==> src/rtl/uart_rxb_pkg.sv <==
package uart_rxb_pkg;
  localparam int CHAR_W = 8;

  typedef struct packed {
    logic              brk;
    logic              ferr;
    logic              perr;
    logic [CHAR_W-1:0] data;
  } rx_char_t;

  // threshold code to character count, scaled to the queue depth
  function automatic int unsigned trig_level(input logic [1:0] code, input int unsigned depth);
    case (code)
      2'b00:   return 1;
      2'b01:   return depth / 4;
      2'b10:   return depth / 2;
      default: return depth - 2;
    endcase
  endfunction

  // serial bits per character: start + data + parity + stop
  function automatic int unsigned frame_bits(input logic [1:0] wlen, input logic par_en,
                                             input logic stop2);
    return 32'd6 + 32'(wlen) + 32'(par_en) + (stop2 ? 32'd2 : 32'd1);
  endfunction
endpackage

==> src/rtl/rxb_ctrl.sv <==
module rxb_ctrl (
  input  logic       clk,
  input  logic       rst_n,
  input  logic       fcr_wr,
  input  logic [7:0] fcr_data,
  output logic       fifo_en,
  output logic       dma_mode,
  output logic [1:0] trig_code,
  output logic       clr
);
  localparam int EN_BIT  = 0;
  localparam int CLR_BIT = 1;
  localparam int DMA_BIT = 3;
  localparam int TRG_LSB = 6;

  // a clear happens on an explicit request or on any change of the enable
  assign clr = fcr_wr && (fcr_data[CLR_BIT] || (fcr_data[EN_BIT] != fifo_en));

  always_ff @(posedge clk or negedge rst_n) begin
    if (!rst_n) begin
      fifo_en   <= 1'b0;
      dma_mode  <= 1'b0;
      trig_code <= 2'b00;
    end else if (fcr_wr) begin
      fifo_en <= fcr_data[EN_BIT];
      if (fcr_data[EN_BIT]) begin
        dma_mode  <= fcr_data[DMA_BIT];
        trig_code <= fcr_data[TRG_LSB+1:TRG_LSB];
      end
    end
  end

  p_clr_on_toggle_r4: assert property (@(posedge clk) disable iff (!rst_n)
    fcr_wr && (fcr_data[EN_BIT] != fifo_en) |=> (fifo_en == $past(fcr_data[EN_BIT])));
endmodule

==> src/rtl/rxb_store.sv <==
module rxb_store
  import uart_rxb_pkg::*;
#(
  parameter int DEPTH = 16,
  localparam int PTR_W = (DEPTH > 1) ? $clog2(DEPTH) : 1,
  localparam int CNT_W = $clog2(DEPTH + 1)
) (
  input  logic             clk,
  input  logic             rst_n,
  input  logic             clr,
  input  logic             hold,
  input  logic             single,
  input  logic             in_valid,
  output logic             in_ready,
  input  rx_char_t         in_char,
  output logic             out_valid,
  input  logic             out_ready,
  output rx_char_t         out_char,
  output logic             push,
  output logic             pop,
  output logic [CNT_W-1:0] count
);
  rx_char_t         mem [DEPTH];
  logic [PTR_W-1:0] wr_ptr, rd_ptr;
  logic [CNT_W-1:0] cap;

  assign cap       = single ? CNT_W'(1) : CNT_W'(DEPTH);
  assign in_ready  = !hold && (count < cap);
  assign out_valid = (count != '0);
  assign push      = in_valid && in_ready;
  assign pop       = out_valid && out_ready;
  assign out_char  = mem[rd_ptr];

  function automatic logic [PTR_W-1:0] bump(input logic [PTR_W-1:0] p);
    return (p == PTR_W'(DEPTH - 1)) ? '0 : p + 1'b1;
  endfunction

  always_ff @(posedge clk) begin
    if (push) mem[wr_ptr] <= in_char;
  end

  always_ff @(posedge clk or negedge rst_n) begin
    if (!rst_n) begin
      wr_ptr <= '0;
      rd_ptr <= '0;
      count  <= '0;
    end else if (clr) begin
      wr_ptr <= '0;
      rd_ptr <= '0;
      count  <= '0;
    end else begin
      if (push) wr_ptr <= bump(wr_ptr);
      if (pop)  rd_ptr <= bump(rd_ptr);
      case ({push, pop})
        2'b10:   count <= count + 1'b1;
        2'b01:   count <= count - 1'b1;
        default: count <= count;
      endcase
    end
  end

  p_full_stall_r2: assert property (@(posedge clk) disable iff (!rst_n)
    (count == CNT_W'(DEPTH)) |-> !in_ready);
  p_clear_empty_r4: assert property (@(posedge clk) disable iff (!rst_n)
    clr |=> (count == '0));
  p_single_hold_r3: assert property (@(posedge clk) disable iff (!rst_n)
    single && !clr && (count != '0) && !pop |=> (count == $past(count)));
endmodule

==> src/rtl/rxb_timeout.sv <==
module rxb_timeout
  import uart_rxb_pkg::*;
#(
  parameter int TO_CHARS  = 4,
  parameter int TICKS_BIT = 16,
  parameter int TO_LAT    = 8,
  localparam int MAX_LIM  = TO_CHARS * 12 * TICKS_BIT + TO_LAT,
  localparam int LIM_W    = $clog2(MAX_LIM + 1)
) (
  input  logic       clk,
  input  logic       rst_n,
  input  logic       tick,
  input  logic       fifo_en,
  input  logic       nonempty,
  input  logic       activity,
  input  logic [1:0] wlen,
  input  logic       par_en,
  input  logic       stop2,
  output logic       to_irq
);
  logic [LIM_W-1:0] limit;
  logic [LIM_W-1:0] cnt;

  always_comb begin
    int unsigned lim_i;
    lim_i = TO_CHARS * TICKS_BIT * frame_bits(wlen, par_en, stop2) + TO_LAT;
    limit = LIM_W'(lim_i);
  end

  always_ff @(posedge clk or negedge rst_n) begin
    if (!rst_n)                               cnt <= '0;
    else if (!fifo_en || !nonempty || activity) cnt <= '0;
    else if (tick && (cnt < limit))           cnt <= cnt + 1'b1;
  end

  assign to_irq = fifo_en && nonempty && (cnt >= limit);

  p_read_drops_to_r8: assert property (@(posedge clk) disable iff (!rst_n)
    activity |=> !to_irq);
  p_to_on_tick_r7: assert property (@(posedge clk) disable iff (!rst_n)
    $rose(to_irq) && $stable(limit) && $stable(fifo_en) |-> $past(tick));
endmodule

==> src/rtl/rxb_irq.sv <==
module rxb_irq
  import uart_rxb_pkg::*;
#(
  parameter int DEPTH    = 16,
  parameter int TRIG_LAT = 3,
  localparam int CNT_W   = $clog2(DEPTH + 1),
  localparam int LAT_W   = $clog2(TRIG_LAT + 1)
) (
  input  logic             clk,
  input  logic             rst_n,
  input  logic             tick,
  input  logic             fifo_en,
  input  logic             dma_mode,
  input  logic [1:0]       trig_code,
  input  logic [CNT_W-1:0] count,
  input  logic             push,
  input  logic             pop,
  input  logic             clr,
  input  logic             cfg_wr,
  input  logic             to_irq,
  output logic             rda_irq,
  output logic             rxrdy
);
  logic [CNT_W-1:0] lvl;
  logic             at_trig;
  logic [LAT_W-1:0] lat_cnt;
  logic             held;
  logic             nonempty;

  assign lvl      = CNT_W'(trig_level(trig_code, DEPTH));
  assign at_trig  = fifo_en && (count >= lvl);
  assign nonempty = (count != '0);

  always_ff @(posedge clk or negedge rst_n) begin
    if (!rst_n)                                      lat_cnt <= '0;
    else if (!at_trig)                               lat_cnt <= '0;
    else if (tick && (lat_cnt < LAT_W'(TRIG_LAT)))   lat_cnt <= lat_cnt + 1'b1;
  end

  assign rda_irq = fifo_en ? (at_trig && (lat_cnt == LAT_W'(TRIG_LAT))) : nonempty;

  // block-mode request latches on an interrupt and stays until empty
  always_ff @(posedge clk or negedge rst_n) begin
    if (!rst_n) held <= 1'b0;
    else        held <= !clr && nonempty && (held || rda_irq || to_irq);
  end

  assign rxrdy = (fifo_en && dma_mode) ? (nonempty && (held || rda_irq || to_irq)) : nonempty;

  p_rda_clear_r6: assert property (@(posedge clk) disable iff (!rst_n)
    fifo_en && rda_irq && pop && !push && !cfg_wr && (count == lvl) |=> !rda_irq);
  p_rxrdy_empty_r10: assert property (@(posedge clk) disable iff (!rst_n)
    (count == '0) |-> !rxrdy);
endmodule

==> src/rtl/uart_rx_buffer.sv <==
module uart_rx_buffer
  import uart_rxb_pkg::*;
#(
  parameter int DEPTH     = 16,
  parameter int TRIG_LAT  = 3,
  parameter int TO_CHARS  = 4,
  parameter int TICKS_BIT = 16,
  parameter int TO_LAT    = 8,
  localparam int CNT_W    = $clog2(DEPTH + 1)
) (
  input  logic              clk,
  input  logic              rst_n,
  input  logic              rx_tick,
  input  logic              in_valid,
  output logic              in_ready,
  input  logic [CHAR_W-1:0] in_data,
  input  logic              in_perr,
  input  logic              in_ferr,
  input  logic              in_brk,
  output logic              out_valid,
  input  logic              out_ready,
  output logic [CHAR_W-1:0] out_data,
  output logic              out_perr,
  output logic              out_ferr,
  output logic              out_brk,
  input  logic              fcr_wr,
  input  logic [7:0]        fcr_data,
  input  logic [1:0]        lcr_wlen,
  input  logic              lcr_par_en,
  input  logic              lcr_stop2,
  output logic [CNT_W-1:0]  fill_level,
  output logic              data_ready,
  output logic              rda_irq,
  output logic              timeout_irq,
  output logic              rx_dma_req
);
  logic       fifo_en, dma_mode, clr, push, pop;
  logic [1:0] trig_code;
  rx_char_t   in_char, head;

  assign in_char = '{brk: in_brk, ferr: in_ferr, perr: in_perr, data: in_data};

  rxb_ctrl u_ctrl (
    .clk(clk), .rst_n(rst_n), .fcr_wr(fcr_wr), .fcr_data(fcr_data),
    .fifo_en(fifo_en), .dma_mode(dma_mode), .trig_code(trig_code), .clr(clr)
  );

  rxb_store #(.DEPTH(DEPTH)) u_store (
    .clk(clk), .rst_n(rst_n), .clr(clr), .hold(fcr_wr), .single(!fifo_en),
    .in_valid(in_valid), .in_ready(in_ready), .in_char(in_char),
    .out_valid(out_valid), .out_ready(out_ready), .out_char(head),
    .push(push), .pop(pop), .count(fill_level)
  );

  rxb_timeout #(.TO_CHARS(TO_CHARS), .TICKS_BIT(TICKS_BIT), .TO_LAT(TO_LAT)) u_to (
    .clk(clk), .rst_n(rst_n), .tick(rx_tick), .fifo_en(fifo_en),
    .nonempty(fill_level != '0), .activity(push || pop || clr),
    .wlen(lcr_wlen), .par_en(lcr_par_en), .stop2(lcr_stop2), .to_irq(timeout_irq)
  );

  rxb_irq #(.DEPTH(DEPTH), .TRIG_LAT(TRIG_LAT)) u_irq (
    .clk(clk), .rst_n(rst_n), .tick(rx_tick), .fifo_en(fifo_en), .dma_mode(dma_mode),
    .trig_code(trig_code), .count(fill_level), .push(push), .pop(pop), .clr(clr),
    .cfg_wr(fcr_wr), .to_irq(timeout_irq), .rda_irq(rda_irq), .rxrdy(rx_dma_req)
  );

  assign out_data   = head.data;
  assign out_perr   = head.perr;
  assign out_ferr   = head.ferr;
  assign out_brk    = head.brk;
  assign data_ready = out_valid;

  p_push_sets_ready_r9: assert property (@(posedge clk) disable iff (!rst_n)
    in_valid && in_ready |=> data_ready);
  p_off_no_timeout_r3: assert property (@(posedge clk) disable iff (!rst_n)
    fcr_wr && !fcr_data[0] |=> !timeout_irq);
endmodule

==> config.mk <==
export PLATFORM = sky130hd
export DESIGN_NAME = uart_rx_buffer
export DESIGN_NICKNAME = d
export VERILOG_FILES = /design/src/rtl/uart_rxb_pkg.sv /design/src/rtl/rxb_ctrl.sv /design/src/rtl/rxb_store.sv /design/src/rtl/rxb_timeout.sv /design/src/rtl/rxb_irq.sv /design/src/rtl/uart_rx_buffer.sv
export SDC_FILE = /design/constraint.sdc
export NUM_CORES = 1
export LEC_CHECK = 0
export ABC_AREA = 0
export CORE_UTILIZATION = 59
export CTS_BUF_LIST = sky130_fd_sc_hd__clkbuf_8
export CTS_CLUSTER_DIAMETER = 60
export DETAILED_ROUTE_END_ITERATION = 6
export DONT_BUFFER_PORTS = 1
export GPL_ROUTABILITY_DRIVEN = 0
export PLACE_DENSITY = 0.89
export SYNTH_ARGS = -nofsm -noshare
export SYNTH_HDL_FRONTEND = slang
export SYNTH_SLANG_ARGS = --single-unit
export TNS_END_PERCENT = 5
==> constraint.sdc <==
create_clock -name clk -period 3.3 [get_ports clk]
set_input_delay 0.165 -clock clk [delete_from_list [all_inputs] [get_ports clk]]
set_output_delay 0.165 -clock clk [all_outputs]
set_load 0.02 [all_outputs]
==> results of run 1 <==
==> final cells by class <==
class | instances | area share
Clock inverter | 23 | 0.00941
Multi-Input combinational cell | 302 | 0.273
Clock buffer | 32 | 0.0441
Timing Repair Buffer | 39 | 0.0376
Sequential cell | 206 | 0.605
Inverter | 20 | 0.00753
Tap cell | 184 | 0.0231
==> sequential cells by signal (all words and copies together), names as in the netlist <==
signal,flops
u_ctrl.dma_mode,1
u_irq.lat_cnt,2
u_store.count,5
u_ctrl.trig_code,2
u_store.wr_ptr,4
u_to.cnt,10
u_store.rd_ptr,4
u_irq.held,1
u_ctrl.fifo_en,1
u_store.mem,176
==> per-layer routing <==
layer | up-vias | GRT usage | wire, um
li1 | 2249 | - | -
met1 | 2560 | 0.333 | 7540
met2 | 252 | 0.407 | 9210
met3 | 34 | 0.0458 | 1410
met4 | 0 | 0.0875 | 408
met5 | - | 0 | 0
==> cell families after synthesis <==
kind of cell | synth area share
simple gates | 0.0794
fa+ha+maj | 0.0367
mux | 0.109
buf+inv | 0.0210
flops | 0.676
xor+xnor | 0.0158
compound gates | 0.0626
==> through the flow <==
stage                     area, um2  power, mW  std cells   util
after floorplan                8930       4.42        552      -
after global placement         9190       4.69        727  0.628
after detailed placement       9190       4.78        727  0.628
after CTS                      9980       6.62        806  0.681
after global routing           9980       6.89        806  0.681
final                          9980       6.62        806  0.681
==> worst min-delay path, delay by kind of cell <==
family                    cells  cell delay, ps
xor gates and xnor gates      1              70
and+or+nand+nor               2             270
==> worst max-delay path by stage <==
stage,slack (ps),from,endpoint,depth (start not counted)
after floorplan,180,u_store.count[4]$_DFFE_PN0P_,u_store.mem[3][0]$_DFFE_PP_,5
after global placement,510,u_store.count[0]$_DFFE_PN0P_,u_store.count[4]$_DFFE_PN0P_,10
after detailed placement,420,u_store.count[0]$_DFFE_PN0P_,u_store.count[4]$_DFFE_PN0P_,10
after CTS,200,u_store.rd_ptr[1]$_DFFE_PN0P_,out_perr,6
after global routing,70,u_store.rd_ptr[1]$_DFFE_PN0P_,out_data[3],6
final,240,u_store.rd_ptr[1]$_DFFE_PN0P_,out_perr,6
==> synthesized netlist by cell type (3+ instances only) <==
| cell | count |
|---|---|
| mux2_2 | 7 |
| buf_2 | 11 |
| edfxtp_1 | 176 |
| nor3_1 | 13 |
| ha_1 | 23 |
| a21o_1 | 7 |
| nand2b_1 | 3 |
| clkbuf_1 | 10 |
| a21oi_1 | 16 |
| mux2i_1 | 15 |
| nor2_1 | 28 |
| nand4_1 | 4 |
| o21ai_0 | 16 |
| nand2_1 | 21 |
| nor4_1 | 5 |
| a22oi_1 | 4 |
| xnor2_1 | 11 |
| mux4_2 | 33 |
| and2_1 | 14 |
| a221o_1 | 7 |
| nand3_1 | 5 |
| a211oi_1 | 15 |
| inv_1 | 20 |
| dfrtp_1 | 30 |
| nor2b_1 | 20 |
| a311oi_1 | 3 |
==> power groups by stage <==
stage	combinational (mW)	clock, mW	sequential, mW
after floorplan	1.35	0	3.08
after global placement	1.56	0	3.13
after detailed placement	1.64	0	3.14
after CTS	1.71	1.82	3.09
after global routing	1.83	1.95	3.11
final	1.72	1.81	3.09
==> qor.csv, run 1 <==
stage,metric,value,unit
hold_path,min_from,rx_tick,
clocking,cts_root_buffer,clkbuf_8,
drt,vias,5095,
layout,multi_input_area,2720,um2
clocking,htree_levels,1,
place,portBuffers,0,
layout,layout_common_cells,"edfxtp_1 (176), inv_1 (33), mux4_2 (33)",
critical_path,crit_path_frequent_cell,a211oi_1,
critical_path,path_buf_inv,1,
critical_path,reg2reg_depth,10,
hold_path,holdPathStages,3,
hold_path,min_path_type,in2reg,
clocking,cts_resized,0,
sta,finalMaxSlewViolations,0,
global_route,antenna_found_initial,0,
layout,nets,654,
global_route,overflow,0,
global_route,grt_pass1_vias,5362,
critical_path,endpoint_kind,primary output,
layout,ff_latch_area,6040,um2
critical_path,crit_required,3130,ps
critical_path,cpPeakStageDelay,470,ps
yosys,synth_top_area_frac,0.592,
sta,timing.final.crit_share,0.927,
place,dpl.hpwl,11.4,mm
yosys,synth_flop_cell,edfxtp_1,
sta,finalHoldViolCount,0,
yosys,synth_edf_count,176,
critical_path,path_max_fanout,38,
layout,area_growth,11.7,%
clocking,cts.path.max_buffers,3,
yosys,synth-seq-cells,206,
critical_path,cp_cell_sequence,buf_4 -> nand2_1 -> a211oi_1 -> a211oi_1 -> a21o_1 -> a221o_1,
power_and_ir_drop,pwr-share-seq,0.467,
floorplan,die-area,15600,um2
clocking,worstSkewPairLatency,570,ps
power_and_ir_drop,pwr-share-clk,0.273,
yosys,yosysWarnings,0,
flow_run,drv_cap,0,
yosys,synth_area_leaders,"edfxtp_1 (59%), dfrtp_1 (8.4%), mux4_2 (8.3%), ha_1 (3.2%), mux2i_1 (1.7%)",
critical_path,critPathLaunchType,flop,
clocking,cts_tree,done,
floorplan,fp.dieH,125,um
clocking,clk_pin_slew,60,ps
drt,drc,3,
sta,slew-limit-headroom,0.457,
drt,antenna_left,0,
drt,avgRoutedWirePerCell,23.0,um
sta,fin_crit,3060,ps
sta,fmax,327,MHz
drt,vias_per_cell,6.32,
sta,clock_skew,32.7,ps
critical_path,cpLargestDelayFamily,compound AO/OA/AOI/OAI gates,
power_and_ir_drop,vdd_ir_drop_max,0.000320,V
run_status,status,"complete, but fails checks",
place,place_ws,424,ps
critical_path,timing_worst_setup_path_type,reg2out,
power_and_ir_drop,p_switching,2.03,mW
layout,num_antenna_cells,0,
drt,totalWireLength,18.6,mm
floorplan,pin_count,51,
yosys,synth_seq_area_share,0.676,
power_and_ir_drop,swShare,0.307,
drt,dr.first_iter.drc_count,590,
yosys,synthDistinctLibCells,54,
yosys,async_flop_share,0.146,
yosys,synth_area_leader_cell,edfxtp_1,
floorplan,initial_core_util,0.610,
global_route,grt_first_pass_wirelength,29.5,mm
power_and_ir_drop,p_comb_frac,0.260,
sta,rsz0062_at_grt,no,
power_and_ir_drop,p_leak,3.43,nW
sta,tightest_slew,808,ps
floorplan,die_w,125,um
clocking,clock-sinks,206,
run_status,violations,design-rule violations,
layout,final_common_cell,edfxtp_1,
critical_path,worst_r2r_startpoint,u_store.count[0]$_DFFE_PN0P_,
sta,hold_ws,16.9,ps
critical_path,crit_slowest_cell,buf_4,
hold_path,min_to,u_to.cnt[0]$_DFFE_PN0P_,
critical_path,crit_arrival,2890,ps
clocking,cts_buffers,31,
layout,n_fill_cell,906,
yosys,netlist_area,8930,um2
global_route,track_usage,0.246,
global_route,grt_max_degree,39,
clocking,post-cts-setup-buffers,0,
yosys,syn_inst,552,
sta,setup_viol,0,
critical_path,reg2reg_to,u_store.count[4]$_DFFE_PN0P_,
critical_path,reg2reg_slack,400,ps
layout,drive_above_1_share,0.174,
power_and_ir_drop,power.density,664,nW/um2
yosys,syn_avg_cell_area,16.2,um2
sta,fin_tns_setup,0,ps
power_and_ir_drop,internal_power,4.59,mW
drt,drtPass1Iterations,7,
yosys,synth_nets,606,
floorplan,coreArea,14600,um2
sta,finalWorstSetupSlack,241,ps
floorplan,rows,44,
clocking,cts_hold_buffers,24,
(Power assumes the default switching activity.)
==> run 2: changes to the inputs <==
--- a/config.mk
+++ b/config.mk
@@ -6,13 +6,15 @@
 export NUM_CORES = 1
 export LEC_CHECK = 0
 export ABC_AREA = 0
-export CORE_UTILIZATION = 59
+export CORE_UTILIZATION = 67
 export CTS_BUF_LIST = sky130_fd_sc_hd__clkbuf_8
 export CTS_CLUSTER_DIAMETER = 60
 export DETAILED_ROUTE_END_ITERATION = 6
 export DONT_BUFFER_PORTS = 1
 export GPL_ROUTABILITY_DRIVEN = 0
-export PLACE_DENSITY = 0.89
+export PLACE_DENSITY = 0.94
+export SKIP_LAST_GASP = 1
+export SLEW_MARGIN = 25
 export SYNTH_ARGS = -nofsm -noshare
 export SYNTH_HDL_FRONTEND = slang
 export SYNTH_SLANG_ARGS = --single-unit
==> constraint.sdc (replaced) <==
create_clock -name clk -period 3.9 [get_ports clk]
set_input_delay 0.195 -clock clk [delete_from_list [all_inputs] [get_ports clk]]
set_output_delay 0.195 -clock clk [all_outputs]
set_load 0.02 [all_outputs]
==> run 2 against run 1 <==
  * The run now ends clean
  * Global-route usage grew 6.8 points
  * Non-clock buffer count is 10 lower
  * Worst setup slack improved by 130 ps
  * Wire length up 12%
  * Final cell count shrank 2.4%
  * Count of clock-buffer cells in the layout shrank 1
  * Final area grew 0.14%
  * Clock power increased by 3%
  * Critical path depth rose by 6
  * Die area down 12%
  * Combinational power down 17%
  * Largest cell class unchanged
  * Highest routed layer unchanged
==> qor.csv, run 2 (synthesis gave the netlist of run 1 again) <==
stage,metric,value,unit,change
run_status,status,"finished, final reports clean",,"was complete, but fails checks"
flow_run,drv_cap,0,,unchanged
global_route,grt_max_degree,50,,was 39
sta,clock_skew,24.4,ps,was 32.7 ps
sta,rsz0062_at_grt,no,,unchanged
power_and_ir_drop,power.density,599,nW/um2,was 664 nW/um2
clocking,cts.path.max_buffers,3,,unchanged
global_route,grt_pass1_vias,5534,,was 5362
layout,largestRegisters,"u_store.mem x176, u_to.cnt x10, u_store.count x5",,unchanged
drt,vias_per_cell,6.99,,was 6.32
critical_path,critPathLaunchType,flop,,unchanged
clocking,clk_pin_slew,60,ps,about the same
critical_path,timing_worst_setup_path_type,reg2reg,,was reg2out
floorplan,die_w,117,um,was 125 um
sta,fin_crit,3530,ps,
place,dp.cells,705,,was 727
place,portBuffers,0,,unchanged
global_route,antenna_found_initial,0,,unchanged
layout,drive_above_1_share,0.166,,was 0.174
drt,avgRoutedWirePerCell,26.5,um,was 23.0 um
clocking,cts_buffers,31,,unchanged
layout,nets,644,,was 654
critical_path,path_max_fanout,16,,was 38
layout,final_common_cell,edfxtp_1,,unchanged
drt,totalWireLength,20.8,mm,was 18.6 mm
drt,vias,5500,,was 5095
drt,drc,0,,was 3
layout,layout_common_cells,"edfxtp_1 (176), mux4_2 (33), clkbuf_8 (31)",,"was edfxtp_1 (176), inv_1 (33), mux4_2 (33)"
sta,fmax,283,MHz,
global_route,overflow,0,,unchanged
layout,area_growth,11.8,%,was 11.7%
floorplan,initial_core_util,0.697,,was 0.610
clocking,post-cts-setup-buffers,0,,unchanged
power_and_ir_drop,vdd_ir_drop_max,0.000311,V,was 0.000320 V
sta,timing.final.crit_share,0.905,,
clocking,cts_hold_buffers,24,,unchanged
critical_path,crit_slowest_cell,nor4b_1,,was buf_4
critical_path,reg2reg_depth,12,,was 10
sta,tightest_slew,1050,ps,was 808 ps
sta,finalMaxSlewViolations,0,,unchanged
critical_path,crit_arrival,4010,ps,was 2890 ps
clocking,clock-sinks,206,,unchanged
clocking,cts_resized,0,,unchanged
clocking,htree_levels,1,,unchanged
sta,fin_tns_setup,0,ps,unchanged
sta,setup_viol,0,,unchanged
critical_path,crit_required,4380,ps,was 3130 ps
floorplan,coreArea,12800,um2,was 14600 um2
global_route,grt_first_pass_wirelength,32.2,mm,was 29.5 mm
layout,num_antenna_cells,0,,unchanged
layout,regMostFlops,u_store.mem,,unchanged
hold_path,min_path_type,in2reg,,unchanged
power_and_ir_drop,p_leak,3.40,nW,was 3.43 nW
critical_path,endpoint_kind,flop,,was primary output
drt,dr.first_iter.drc_count,863,,was 590
drt,drtPass1Iterations,7,,unchanged
floorplan,die-area,13800,um2,was 15600 um2
layout,layout.cells.non_filler,787,,was 806
clocking,cts_tree,done,,unchanged
floorplan,fp.dieH,117,um,was 125 um
floorplan,pin_count,51,,unchanged
hold_path,holdPathStages,4,,was 3
clocking,cts_root_buffer,clkbuf_8,,unchanged
global_route,track_usage,0.314,,was 0.246
drt,antenna_left,0,,unchanged
sta,slew-limit-headroom,0.298,,was 0.457
sta,finalHoldViolCount,0,,unchanged
critical_path,cp_cell_sequence,inv_1 -> ha_1 -> nor4b_1 -> a21oi_4 -> nand2_1 -> inv_1 -> ha_1 -> nand2b_1 -> a21oi_1 -> or3b_1 -> and3b_1 -> nor3_1,,was buf_4 -> nand2_1 -> a211oi_1 -> a211oi_1 -> a21o_1 -> a221o_1
floorplan,rows,41,,was 44
layout,n_fill_cell,607,,was 906
place,dpl.hpwl,11.3,mm,was 11.4 mm
clocking,worstSkewPairLatency,580,ps,was 570 ps
layout,largest_reg_flops,176,,unchanged
critical_path,cpPeakStageDelay,610,ps,was 470 ps
-- run 2: power by group --
part	switching [mW]	internal, mW	leakage, nW
clock	0.861	1.01	0.341
combinational	0.796	0.625	1.08
sequential	0.208	2.48	1.98
-- run 2: layout make-up --
| class | instances | area [um2] | area share |
|---|---|---|---|
| flip-flops and latches | 206 | 6040 | 0.605 |
| multi-input cells | 302 | 2720 | 0.272 |
| clock buffers | 31 | 427 | 0.0427 |
| repair buffers | 29 | 300 | 0.0301 |
| clock inverters | 27 | 216 | 0.0217 |
| well taps | 172 | 215 | 0.0215 |
| inverters | 20 | 75.1 | 0.00752 |
-- run 2: per-layer routing --
metal / share of wire / GRT usage / vias to the layer above
met1: 0.37 / 0.432 / 2681
met3: 0.11 / 0.0586 / 107
met4: 0.051 / 0.174 / 0
met2: 0.47 / 0.483 / 485
li1: - / - / 2227
met5: 0 / 0 / -
-- run 2: through the flow --
step           hold slack (ps)  cell area (um2)  total power [mW]  worst slack (ps)  utilization
2_1_floorplan             -101             8930              3.74               776            -
3_3_place_gp              -100             9100              3.94               821        0.709
3_5_place_dp              -100             9100              4.03               605        0.709
4_1_cts                   23.8             9990              5.92               508        0.779
5_1_grt                   45.4             9990              6.17               130        0.779
6_report                  41.1             9990              5.98               370        0.779
-- run 2: path summary, 6_finish.rpt --
path	startpoint	end	slack, ps
max in group asynchronous	rst_n	u_store.rd_ptr[0]$_DFFE_PN0P_	3600
hold reg to reg	u_to.cnt[9]$_DFFE_PN0P_	u_to.cnt[9]$_DFFE_PN0P_	560
hold / removal	rx_tick	u_to.cnt[9]$_DFFE_PN0P_	40
setup reg to reg	u_ctrl.fifo_en$_DFFE_PN0P_	u_store.count[4]$_DFFE_PN0P_	370
setup / recovery	u_ctrl.fifo_en$_DFFE_PN0P_	u_store.count[4]$_DFFE_PN0P_	370
min in group asynchronous	rst_n	u_store.wr_ptr[2]$_DFFE_PN0P_	100
-- run 2: critical path: cells and delay by family, from the launching register on --
kind	cells	cell delay, ps
adders and majority gates	2	660
and+or+nand+nor	6	1700
buffers and inverters	2	250
DFF	1	510
AOI/OAI and AO/OA	2	330
==> run 3: changes to the inputs <==
--- a/config.mk
+++ b/config.mk
@@ -6,13 +6,13 @@
 export NUM_CORES = 1
 export LEC_CHECK = 0
 export ABC_AREA = 0
-export CORE_UTILIZATION = 67
+export CORE_UTILIZATION = 66
 export CTS_BUF_LIST = sky130_fd_sc_hd__clkbuf_8
 export CTS_CLUSTER_DIAMETER = 60
 export DETAILED_ROUTE_END_ITERATION = 6
 export DONT_BUFFER_PORTS = 1
 export GPL_ROUTABILITY_DRIVEN = 0
-export PLACE_DENSITY = 0.94
+export PLACE_DENSITY = 0.93
 export SKIP_LAST_GASP = 1
 export SLEW_MARGIN = 25
 export SYNTH_ARGS = -nofsm -noshare
==> constraint.sdc (replaced) <==
create_clock -name clk -period 3.8 [get_ports clk]
set_input_delay 0.19 -clock clk [delete_from_list [all_inputs] [get_ports clk]]
set_output_delay 0.19 -clock clk [all_outputs]
set_load 0.02 [all_outputs]
==> run 3 against run 2 <==
  * Global-route usage down 1.2 points
  * Wire length is 3.6% lower
  * First-iteration DRC count down 12%
  * Utilization is 2.9 points lower
==> qor.csv, run 3 (synthesis gave the netlist of run 1 again) <==
stage,metric,value,unit,change
sta,fin_crit,3410,ps,was 3530 ps
sta,fmax,294,MHz,was 283 MHz
global_route,grt_max_degree,37,,was 50
global_route,overflow,0,,unchanged
place,dpl.hpwl,11.3,mm,about the same
critical_path,cpPeakStageDelay,540,ps,was 610 ps
sta,clock_skew,15.1,ps,was 24.4 ps
clocking,cts_resized,0,,unchanged
layout,area_growth,11.1,%,was 11.8%
clocking,cts_buffers,30,,was 31
sta,timing.final.crit_share,0.896,,was 0.905
clocking,clock-sinks,206,,unchanged
floorplan,initial_core_util,0.675,,was 0.697
run_status,status,"finished, final reports clean",,unchanged
power_and_ir_drop,p_leak,3.38,nW,was 3.40 nW
floorplan,rows,42,,was 41
layout,final_common_cell,edfxtp_1,,unchanged
sta,tightest_slew,1000,ps,was 1050 ps
critical_path,crit_arrival,3880,ps,was 4010 ps
layout,nets,644,,unchanged
drt,avgRoutedWirePerCell,25.5,um,was 26.5 um
layout,regMostFlops,u_store.mem,,unchanged
sta,rsz0062_at_grt,no,,unchanged
layout,num_antenna_cells,0,,unchanged
power_and_ir_drop,vdd_ir_drop_max,0.000340,V,was 0.000311 V
clocking,worstSkewPairLatency,570,ps,was 580 ps
clocking,post-cts-setup-buffers,0,,unchanged
drt,vias_per_cell,6.83,,was 6.99
clocking,clk_pin_slew,60,ps,about the same
clocking,htree_levels,1,,unchanged
critical_path,worstSetupStartpoint,u_ctrl.fifo_en$_DFFE_PN0P_,,unchanged
hold_path,min_path_type,in2reg,,unchanged
layout,n_fill_cell,717,,was 607
sta,finalHoldViolCount,0,,unchanged
layout,drive_above_1_share,0.163,,was 0.166
sta,slew-limit-headroom,0.332,,was 0.298
drt,dr.first_iter.drc_count,760,,was 863
drt,antenna_left,0,,unchanged
critical_path,crit_slowest_cell,nor4b_1,,unchanged
floorplan,coreArea,13200,um2,was 12800 um2
global_route,track_usage,0.302,,was 0.314
drt,drc,0,,unchanged
hold_path,min_from,rx_tick,,unchanged
floorplan,pin_count,51,,unchanged
critical_path,worst_r2r_startpoint,u_ctrl.fifo_en$_DFFE_PN0P_,,unchanged
flow_run,drv_cap,0,,unchanged
clocking,cts_root_buffer,clkbuf_8,,unchanged
critical_path,timing_worst_setup_path_type,reg2reg,,unchanged
critical_path,path_max_fanout,16,,unchanged
drt,vias,5379,,was 5500
floorplan,die_w,118,um,was 117 um
place,dp.cells,710,,was 705
global_route,antenna_found_initial,0,,unchanged
critical_path,cp_cell_sequence,inv_1 -> ha_1 -> nor4b_1 -> a21oi_4 -> nand2_1 -> inv_1 -> ha_1 -> nand2b_1 -> a21oi_1 -> or3b_1 -> and3b_1 -> nor3_1,,unchanged
sta,fin_tns_setup,0,ps,unchanged
sta,finalMaxSlewViolations,0,,unchanged
floorplan,die-area,14000,um2,was 13800 um2
clocking,cts_tree,done,,unchanged
layout,layout_common_cells,"edfxtp_1 (176), mux4_2 (33), clkbuf_8 (30)",,"was edfxtp_1 (176), mux4_2 (33), clkbuf_8 (31)"
critical_path,endpoint_kind,flop,,unchanged
layout,largest_reg_flops,176,,unchanged
global_route,grt_first_pass_wirelength,31.0,mm,was 32.2 mm
global_route,grt_pass1_vias,5392,,was 5534
clocking,cts.path.max_buffers,3,,unchanged
place,portBuffers,0,,unchanged
drt,drtPass1Iterations,7,,unchanged
layout,layout.cells.non_filler,788,,was 787
floorplan,fp.dieH,118,um,was 117 um
power_and_ir_drop,finalPower,5.90,mW,was 5.98 mW
critical_path,critPathLaunchType,flop,,unchanged
critical_path,crit_required,4270,ps,was 4380 ps
layout,largestRegisters,"u_store.mem x176, u_to.cnt x10, u_store.count x5",,unchanged
power_and_ir_drop,power.density,595,nW/um2,was 599 nW/um2
drt,totalWireLength,20.1,mm,was 20.8 mm
sta,setup_viol,0,,unchanged
==> run 3: changes by cell type in the layout (fill, tap and decap cells not counted), sizes merged <==
cell	before	now
clkinv	18	15
inv	24	27
bufinv	4	2
buf	6	7
clkbuf	31	30
clkinvlp	1	0
==> run 3: layout make-up <==
| type | count | area, um2 | share of cell area |
|---|---|---|---|
| flip-flops and latches | 206 | 6040 | 0.608 |
| multi-input cells | 302 | 2720 | 0.274 |
| clock buffers | 30 | 413 | 0.0416 |
| repair buffers | 30 | 308 | 0.0310 |
| well taps | 176 | 220 | 0.0222 |
| clock inverters | 24 | 154 | 0.0155 |
| inverters | 20 | 75.1 | 0.00756 |
==> run 3: worst paths after layout <==
| path | endpoint | slack, ps | depth (start not counted) |
|---|---|---|---|
| hold reg to reg | u_irq.lat_cnt[1]$_DFFE_PN0P_ | 560 | 2 |
| max in group asynchronous | u_store.rd_ptr[0]$_DFFE_PN0P_ | 3530 | 2 |
| hold / removal | u_to.cnt[3]$_DFFE_PN0P_ | 40 | 4 |
| setup / recovery | u_store.count[4]$_DFFE_PN0P_ | 390 | 12 |
| setup reg to reg | u_store.count[4]$_DFFE_PN0P_ | 390 | 12 |
| min in group asynchronous | u_store.count[3]$_DFFE_PN0P_ | 80 | 2 |
==> run 3: critical path: cells and delay by family (launching register included) <==
kind | cells | cell delay, ps
adder cells (fa/ha/maj) | 2 | 670
flip-flops | 1 | 510
AND/OR/NAND/NOR | 6 | 1560
AO/OA/AOI/OAI | 2 | 310
buffers and inverters | 2 | 260
==> run 3: through the flow <==
| step | util | worst slack (ps) | hold WS, ps | instance area (um2) |
|---|---|---|---|---|
| 2_1_floorplan | - | 676 | -106 | 8930 |
| 3_3_place_gp | 0.688 | 799 | -105 | 9110 |
| 3_5_place_dp | 0.688 | 604 | -105 | 9110 |
| 4_1_cts | 0.750 | 544 | 17.7 | 9930 |
| 5_1_grt | 0.750 | 198 | 45.5 | 9930 |
| 6_report | 0.750 | 393 | 43.6 | 9930 |
==> run 3: report_power, final <==
part	switching (mW)	internal (mW)	total, mW	leakage (nW)
Clock	0.821	0.874	1.69	0.316
Sequential	0.220	2.55	2.77	1.98
Combinational	0.798	0.644	1.44	1.08
Total	1.84	4.06	5.90	3.38
==> run 3: per-layer routing <==
metal,track usage,part of all wire
met5,0,0
met4,0.151,0.044
met2,0.471,0.48
met1,0.413,0.37
met3,0.0608,0.10
==> run 3: what timing repair did <==
item / CTS / global route
hold buffers: 24 / 0
hold endpoints to repair: 223 / 0
setup endpoints to repair: 0 / 0
